===== src/rtl/cycTimerPkg.sv =====
package cycTimerPkg;
  // strobes from control to datapath, one cycle, combinational
  typedef struct packed {
    logic todWr;    // honoured write to the time-of-day clock
    logic tmrWr;    // honoured write to the interval timer
    logic useXfer;  // write carries only the high-order word
  } ctStrobe_t;
endpackage


===== src/rtl/cycTimerCounter.sv =====
module cycTimerCounter #(
  parameter int W = 54
) (
  input  logic         clk,
  input  logic         rstN,
  input  logic         loadEn,
  input  logic [W-1:0] loadVal,
  output logic [W-1:0] cnt
);
  always_ff @(posedge clk or negedge rstN) begin
    if (!rstN)       cnt <= '0;
    else if (loadEn) cnt <= loadVal;
    else             cnt <= cnt + {{(W-1){1'b0}}, 1'b1};
  end
endmodule


===== src/rtl/cycTimerCtrl.sv =====
module cycTimerCtrl
  import cycTimerPkg::*;
#(
  parameter int ADDR_W   = 6,
  parameter int TOD_ADDR = 53,
  parameter int TMR_ADDR = 54
) (
  input  logic              clk,
  input  logic              rstN,
  input  logic [ADDR_W-1:0] selAddr,
  input  logic              kernelMode,
  input  logic              wrLoad,
  input  logic              wrXfer,
  output ctStrobe_t         strobes,
  output logic              privViol
);
  localparam logic [ADDR_W-1:0] TodSel = ADDR_W'(TOD_ADDR);
  localparam logic [ADDR_W-1:0] TmrSel = ADDR_W'(TMR_ADDR);

  logic hitTod, hitTmr, wrAttempt, honoured;

  always_comb begin
    hitTod    = (selAddr == TodSel);
    hitTmr    = (selAddr == TmrSel);
    wrAttempt = (wrLoad || wrXfer) && (hitTod || hitTmr);
    honoured  = wrAttempt && kernelMode;
    strobes.todWr   = honoured && hitTod;
    strobes.tmrWr   = honoured && hitTmr;
    strobes.useXfer = !wrLoad;   // full load wins when both are high
  end

  always_ff @(posedge clk or negedge rstN) begin
    if (!rstN) privViol <= 1'b0;
    else       privViol <= wrAttempt && !kernelMode;
  end
endmodule


===== src/rtl/cycTimerDatapath.sv =====
module cycTimerDatapath
  import cycTimerPkg::*;
#(
  parameter int CNT_W    = 54,
  parameter int DATA_W   = 64,
  parameter int XFER_W   = 32,
  parameter int ADDR_W   = 6,
  parameter int TOD_ADDR = 53,
  parameter int TMR_ADDR = 54
) (
  input  logic              clk,
  input  logic              rstN,
  input  ctStrobe_t         strobes,
  input  logic [ADDR_W-1:0] selAddr,
  input  logic [DATA_W-1:0] wrData,
  input  logic [XFER_W-1:0] xferData,
  output logic [CNT_W-1:0]  todVal,
  output logic [CNT_W-1:0]  tmrVal,
  output logic [DATA_W-1:0] rdData,
  output logic [XFER_W-1:0] xferRdData,
  output logic              timerExpired
);
  localparam int PadW   = DATA_W - CNT_W;   // zero bits above a counter
  localparam int LowW   = DATA_W - XFER_W;  // bits below the transfer word
  localparam int XHiW   = CNT_W - LowW;     // counter bits reached by a transfer
  localparam int NumCnt = 2;
  localparam logic [ADDR_W-1:0] TodSel = ADDR_W'(TOD_ADDR);
  localparam logic [ADDR_W-1:0] TmrSel = ADDR_W'(TMR_ADDR);

  logic [CNT_W-1:0] loadVal;
  logic [CNT_W-1:0] cntVal [NumCnt];
  logic             cntWr  [NumCnt];
  logic             tmrWrap;
  logic             unusedBits;

  assign loadVal = strobes.useXfer ? {xferData[XHiW-1:0], {LowW{1'b0}}}
                                   : wrData[CNT_W-1:0];
  assign unusedBits = ^{wrData[DATA_W-1:CNT_W], xferData[XFER_W-1:XHiW]};

  assign cntWr[0] = strobes.todWr;
  assign cntWr[1] = strobes.tmrWr;

  for (genvar gi = 0; gi < NumCnt; gi++) begin : g_cnt
    cycTimerCounter #(.W(CNT_W)) u_cnt (
      .clk    (clk),
      .rstN   (rstN),
      .loadEn (cntWr[gi]),
      .loadVal(loadVal),
      .cnt    (cntVal[gi])
    );
  end

  assign todVal = cntVal[0];
  assign tmrVal = cntVal[1];

  // wrap only through the increment path
  assign tmrWrap = !strobes.tmrWr && (&tmrVal);

  always_ff @(posedge clk or negedge rstN) begin
    if (!rstN) timerExpired <= 1'b0;
    else       timerExpired <= tmrWrap;
  end

  always_comb begin
    if (selAddr == TodSel)      rdData = {{PadW{1'b0}}, todVal};
    else if (selAddr == TmrSel) rdData = {{PadW{1'b0}}, tmrVal};
    else                        rdData = '0;
    xferRdData = rdData[DATA_W-1:LowW];
  end
endmodule


===== src/rtl/cycTimerRegs.sv =====
module cycTimerRegs
  import cycTimerPkg::*;
#(
  parameter int CNT_W    = 54,
  parameter int DATA_W   = 64,
  parameter int XFER_W   = 32,
  parameter int ADDR_W   = 6,
  parameter int TOD_ADDR = 53,
  parameter int TMR_ADDR = 54
) (
  input  logic              clk,
  input  logic              rstN,
  input  logic [ADDR_W-1:0] selAddr,
  input  logic              kernelMode,
  input  logic              wrLoad,
  input  logic              wrXfer,
  input  logic [DATA_W-1:0] wrData,
  input  logic [XFER_W-1:0] xferData,
  output logic [DATA_W-1:0] rdData,
  output logic [XFER_W-1:0] xferRdData,
  output logic              timerExpired,
  output logic              privViol,
  output logic              irq
);
  ctStrobe_t        strobes;
  logic [CNT_W-1:0] todVal, tmrVal;

  cycTimerCtrl #(.ADDR_W(ADDR_W), .TOD_ADDR(TOD_ADDR), .TMR_ADDR(TMR_ADDR)) u_ctrl (
    .clk       (clk),
    .rstN      (rstN),
    .selAddr   (selAddr),
    .kernelMode(kernelMode),
    .wrLoad    (wrLoad),
    .wrXfer    (wrXfer),
    .strobes   (strobes),
    .privViol  (privViol)
  );

  cycTimerDatapath #(.CNT_W(CNT_W), .DATA_W(DATA_W), .XFER_W(XFER_W), .ADDR_W(ADDR_W),
                     .TOD_ADDR(TOD_ADDR), .TMR_ADDR(TMR_ADDR)) u_dp (
    .clk         (clk),
    .rstN        (rstN),
    .strobes     (strobes),
    .selAddr     (selAddr),
    .wrData      (wrData),
    .xferData    (xferData),
    .todVal      (todVal),
    .tmrVal      (tmrVal),
    .rdData      (rdData),
    .xferRdData  (xferRdData),
    .timerExpired(timerExpired)
  );

  assign irq = timerExpired | privViol;
endmodule


===== config.mk =====
export PLATFORM = sky130hd
export DESIGN_NAME = cycTimerRegs
export DESIGN_NICKNAME = d
export VERILOG_FILES = /design/src/rtl/cycTimerPkg.sv /design/src/rtl/cycTimerCounter.sv /design/src/rtl/cycTimerCtrl.sv /design/src/rtl/cycTimerDatapath.sv /design/src/rtl/cycTimerRegs.sv
export SDC_FILE = /design/constraint.sdc
export NUM_CORES = 1
export LEC_CHECK = 0
export BUFFER_PORTS_ARGS = -buffer_cell sky130_fd_sc_hd__buf_2
export CAP_MARGIN = 30
export CORE_UTILIZATION = 50
export CTS_BUF_LIST = sky130_fd_sc_hd__clkbuf_16
export DETAILED_ROUTE_END_ITERATION = 6
export GPL_TIMING_DRIVEN = 0
export HOLD_SLACK_MARGIN = 0.03
export PLACE_DENSITY = 0.75
export SLEW_MARGIN = 10
export SYNTH_ARGS = -nofsm -noshare
export SYNTH_HDL_FRONTEND = slang
export SYNTH_SLANG_ARGS = --single-unit

===== constraint.sdc =====
create_clock -name clk -period 3.8 [get_ports clk]
set_clock_uncertainty 0.1 [all_clocks]
set_input_delay 0.19 -clock clk [delete_from_list [all_inputs] [get_ports clk]]
set_output_delay 0.19 -clock clk [all_outputs]
set_load 0.005 [all_outputs]

==> impl_metrics.toml <==
[run_status]
status = "finished clean"

[power]
fin_total_pwr_mw = 3.93
vdd_ir_drop_max_mv = 0.321
combPwrFrac_pct = 24.3
p_switching_mw = 1.43
p_per_area_nw_per_um2 = 424
switching_share_pct = 36.3
p_int_mw = 2.51
p_leak_nw = 3.90
p_clk_share_pct = 24.0
seqPwrFrac_pct = 51.7

[place]
place_congestion = 0.900
io_buffers = 164
dpl.hpwl_um = 17600

[floorplanning]
core_um2 = 14600
initial_utilization_pct = 51.5
rows = 44
pin_count = 206
die_w_um = 125
die_h_um = 125
die_area_um2 = 15500

[final_layout]
n_antenna_cell = 0
drive_above_1_share_pct = 23.0
nFillCells = 1276
nets = 1194
synthToLayoutAreaGrowth_pct = 23.6

[min_path]
hp-start = "wrData[0]"
min_path_cells = 3
min_to = "u_dp.g_cnt[1].u_cnt.cnt[0]$_DFF_PN0_"
min_path_type = "in -> reg"

[critical_path]
ff2ff_path_depth = 8
crit_arrival_ps = 2730
cp_max_fo = 10
cp.buffers_inverters = 5
cpMostUsedCell = "buf_2"
worstPathCellList = "buf_2 -> nand4b_1 -> nor3b_1 -> clkbuf_1 -> buf_1 -> a22o_1 -> buf_4 -> buf_2"
crit_family = "buffers and inverters"
worst_setup_path_start_kind = "input port"
cp-end-kind = "output port"
crit_required_ps = 3510
cp_slowest_cell = "nor3b_1"
critPathMaxStageDelay_ps = 630
regToRegSetupSlack_ps = 1090
r2r-start = "u_dp.g_cnt[0].u_cnt.cnt[0]$_DFF_PN0_"
critPathKind = "in -> out"
r2r_end = "u_dp.g_cnt[0].u_cnt.cnt[44]$_DFF_PN0_"

[drt]
ant_nets = 0
via_per_inst = 6.08
remaining_drc_errors = 0
num_vias = 7746
wl_per_cell_um = 19.1
finalWirelength_um = 24400
dr.pass1.iters = 5
drt_iter0_drc = 825

[clocking]
cts_buffers = 9
cts.path.max_buffers = 2
cts_hold_repair.buffers = 33
cts_resized = 0
clk_pin_slew_ps = 70
post_cts_buffers = 0
clockRootBuffer = "clkbuf_16"
htreeDepth = 3
clock_latency_ps = 360
cts_tree = "done"
cts.sinks = 110

[synth]
ys_async_sr_fraction_pct = 100
syn_area_um2 = 7510
synthTopCellsByArea = "dfrtp_1, xnor2_1, a22o_1, nand3_1, o21ai_0"
ys_types = 47
yosysSeqAreaShare_pct = 36.7
synth_common_cells = "dfrtp_1, nand3_1, o21ai_0"
yosys_register_bits = 110
syn-instance-count = 857
ys_warn_count = 0
synth-edff-count = 0
synth_top_area_share_pct = 36.7
syn-mean-instance-area_um2 = 8.76
synth_area_leader_cell = "dfrtp_1"
yosysMostFrequentCell = "dfrtp_1"
synthFlopType = "dfrtp_1"

[sta]
min_period_ps = 3020
fin_setup_tns_ps = 0
tightestPinTransition_ps = 761
setup-violations-final = 0
max_clock_freq_mhz = 331
maxSlewViolCount = 0
timing.final.crit_share_pct = 79.4
grt_setup_unrepaired = "no"
hold_viol_final = 0
relSlewSlack_pct = 49.3

[grt]
grt_first_pass_wirelength_um = 39200
track_usage_pct = 31.9
grt_max_degree = 89
grt-ovfl-total = 0
antenna_found_initial = 0
first_global_vias = 7441

[job]
cap_violations = 0
## placed cells by master (no fill, tap or decap), types with 17 or more instances in the layout
cell           count
dfrtp_1          110
dlygate4sd3_1     33
nor4_1            29
a22o_1            54
inv_1             17
buf_2            167
mux2_2            17
conb_1            20
nand3_1           90
xor2_1            23
xnor2_1           63
and4_1            24
buf_4             43
nor2_1            26
o21ai_0           82
clkbuf_1          49
nand4_1           29
nand2_1           53
## layout make-up
cell class                 instances  area (µm²)  area share [%]
buffer                           105         561            6.04
clock buffer                       9         225            2.43
clock inverter                     7        57.6           0.620
inverter                          15        56.3           0.607
multi-input combinational        646        4210            45.4
sequential                       110        2750            29.7
tap                              184         230            2.48
timing repair buffer             198        1180            12.8
## sequential cells by signal, summed over array words and instances, names as in the netlist
register,cells
u_dp.g_cnt.u_cnt.cnt,108
u_dp.timerExpired,1
u_ctrl.privViol,1
## metal layers
layer / wire length [µm] / part of all wire [%] / GRT usage, %
met3: 2110 / 8.7 / 5.97
met1: 10100 / 41 / 42.5
met5: 0 / 0 / 0
met4: 718 / 2.9 / 13.2
met2: 11500 / 47 / 50.8
## worst max path at each step
stage	cells past startpoint	slack, ps	end	startpoint
CTS	8	830	xferRdData[0]	selAddr[3]
floorplan	8	1570	u_dp.g_cnt[0].u_cnt.cnt[44]$_DFF_PN0_	u_dp.g_cnt[0].u_cnt.cnt[0]$_DFF_PN0_
global placement	8	820	xferRdData[0]	selAddr[3]
global route	8	660	xferRdData[0]	selAddr[3]
finish	8	780	xferRdData[0]	selAddr[3]
detailed placement	8	840	xferRdData[0]	selAddr[3]
## power groups by stage
stage	Sequential [mW]	Combinational (mW)	Clock (mW)
detailed placement	2.02	0.913	0
floorplan	1.87	0.694	0
global route	2.08	1.07	0.999
global placement	2.02	0.880	0
CTS	2.00	0.946	0.941
finish	2.03	0.956	0.945
## logic make-up (layout without fill, tap and decap cells)
| kind of cell | after synthesis | count (layout) | synth area share [%] |
|---|---|---|---|
| AOI/OAI and AO/OA | 178 | 178 | 15.4 |
| xor gates and xnor gates | 86 | 86 | 10.0 |
| adders and majority gates | 2 | 2 | 0.333 |
| buffers and inverters | 120 | 334 | 8.21 |
| DFF | 110 | 110 | 36.7 |
| muxes | 28 | 28 | 4.02 |
| other | 1 | 20 | 0.0499 |
| and+or+nand+nor | 332 | 332 | 25.3 |
## worst reg2reg max path: stages (launching register included)
cell and delay (ps):
dfrtp_1 420, ha_1 220, and3_1 160, buf_2 190, nand4_4 220, or3_4 510, buf_2 250, or3_1 380
a31oi_1 170
## stage by stage
step	setup slack [ps]	cells	instance area (µm²)	util, %	hold slack, ps
finish	783	1274	9280	63.6	45.4
floorplan	1570	876	7580	-	-206
global placement	823	1224	8630	59.2	273
detailed placement	841	1225	8670	59.4	-32.3
CTS	829	1274	9280	63.6	30.4
global route	664	1274	9280	63.6	76.8
Note: power is estimated with default switching activity, not from simulation.
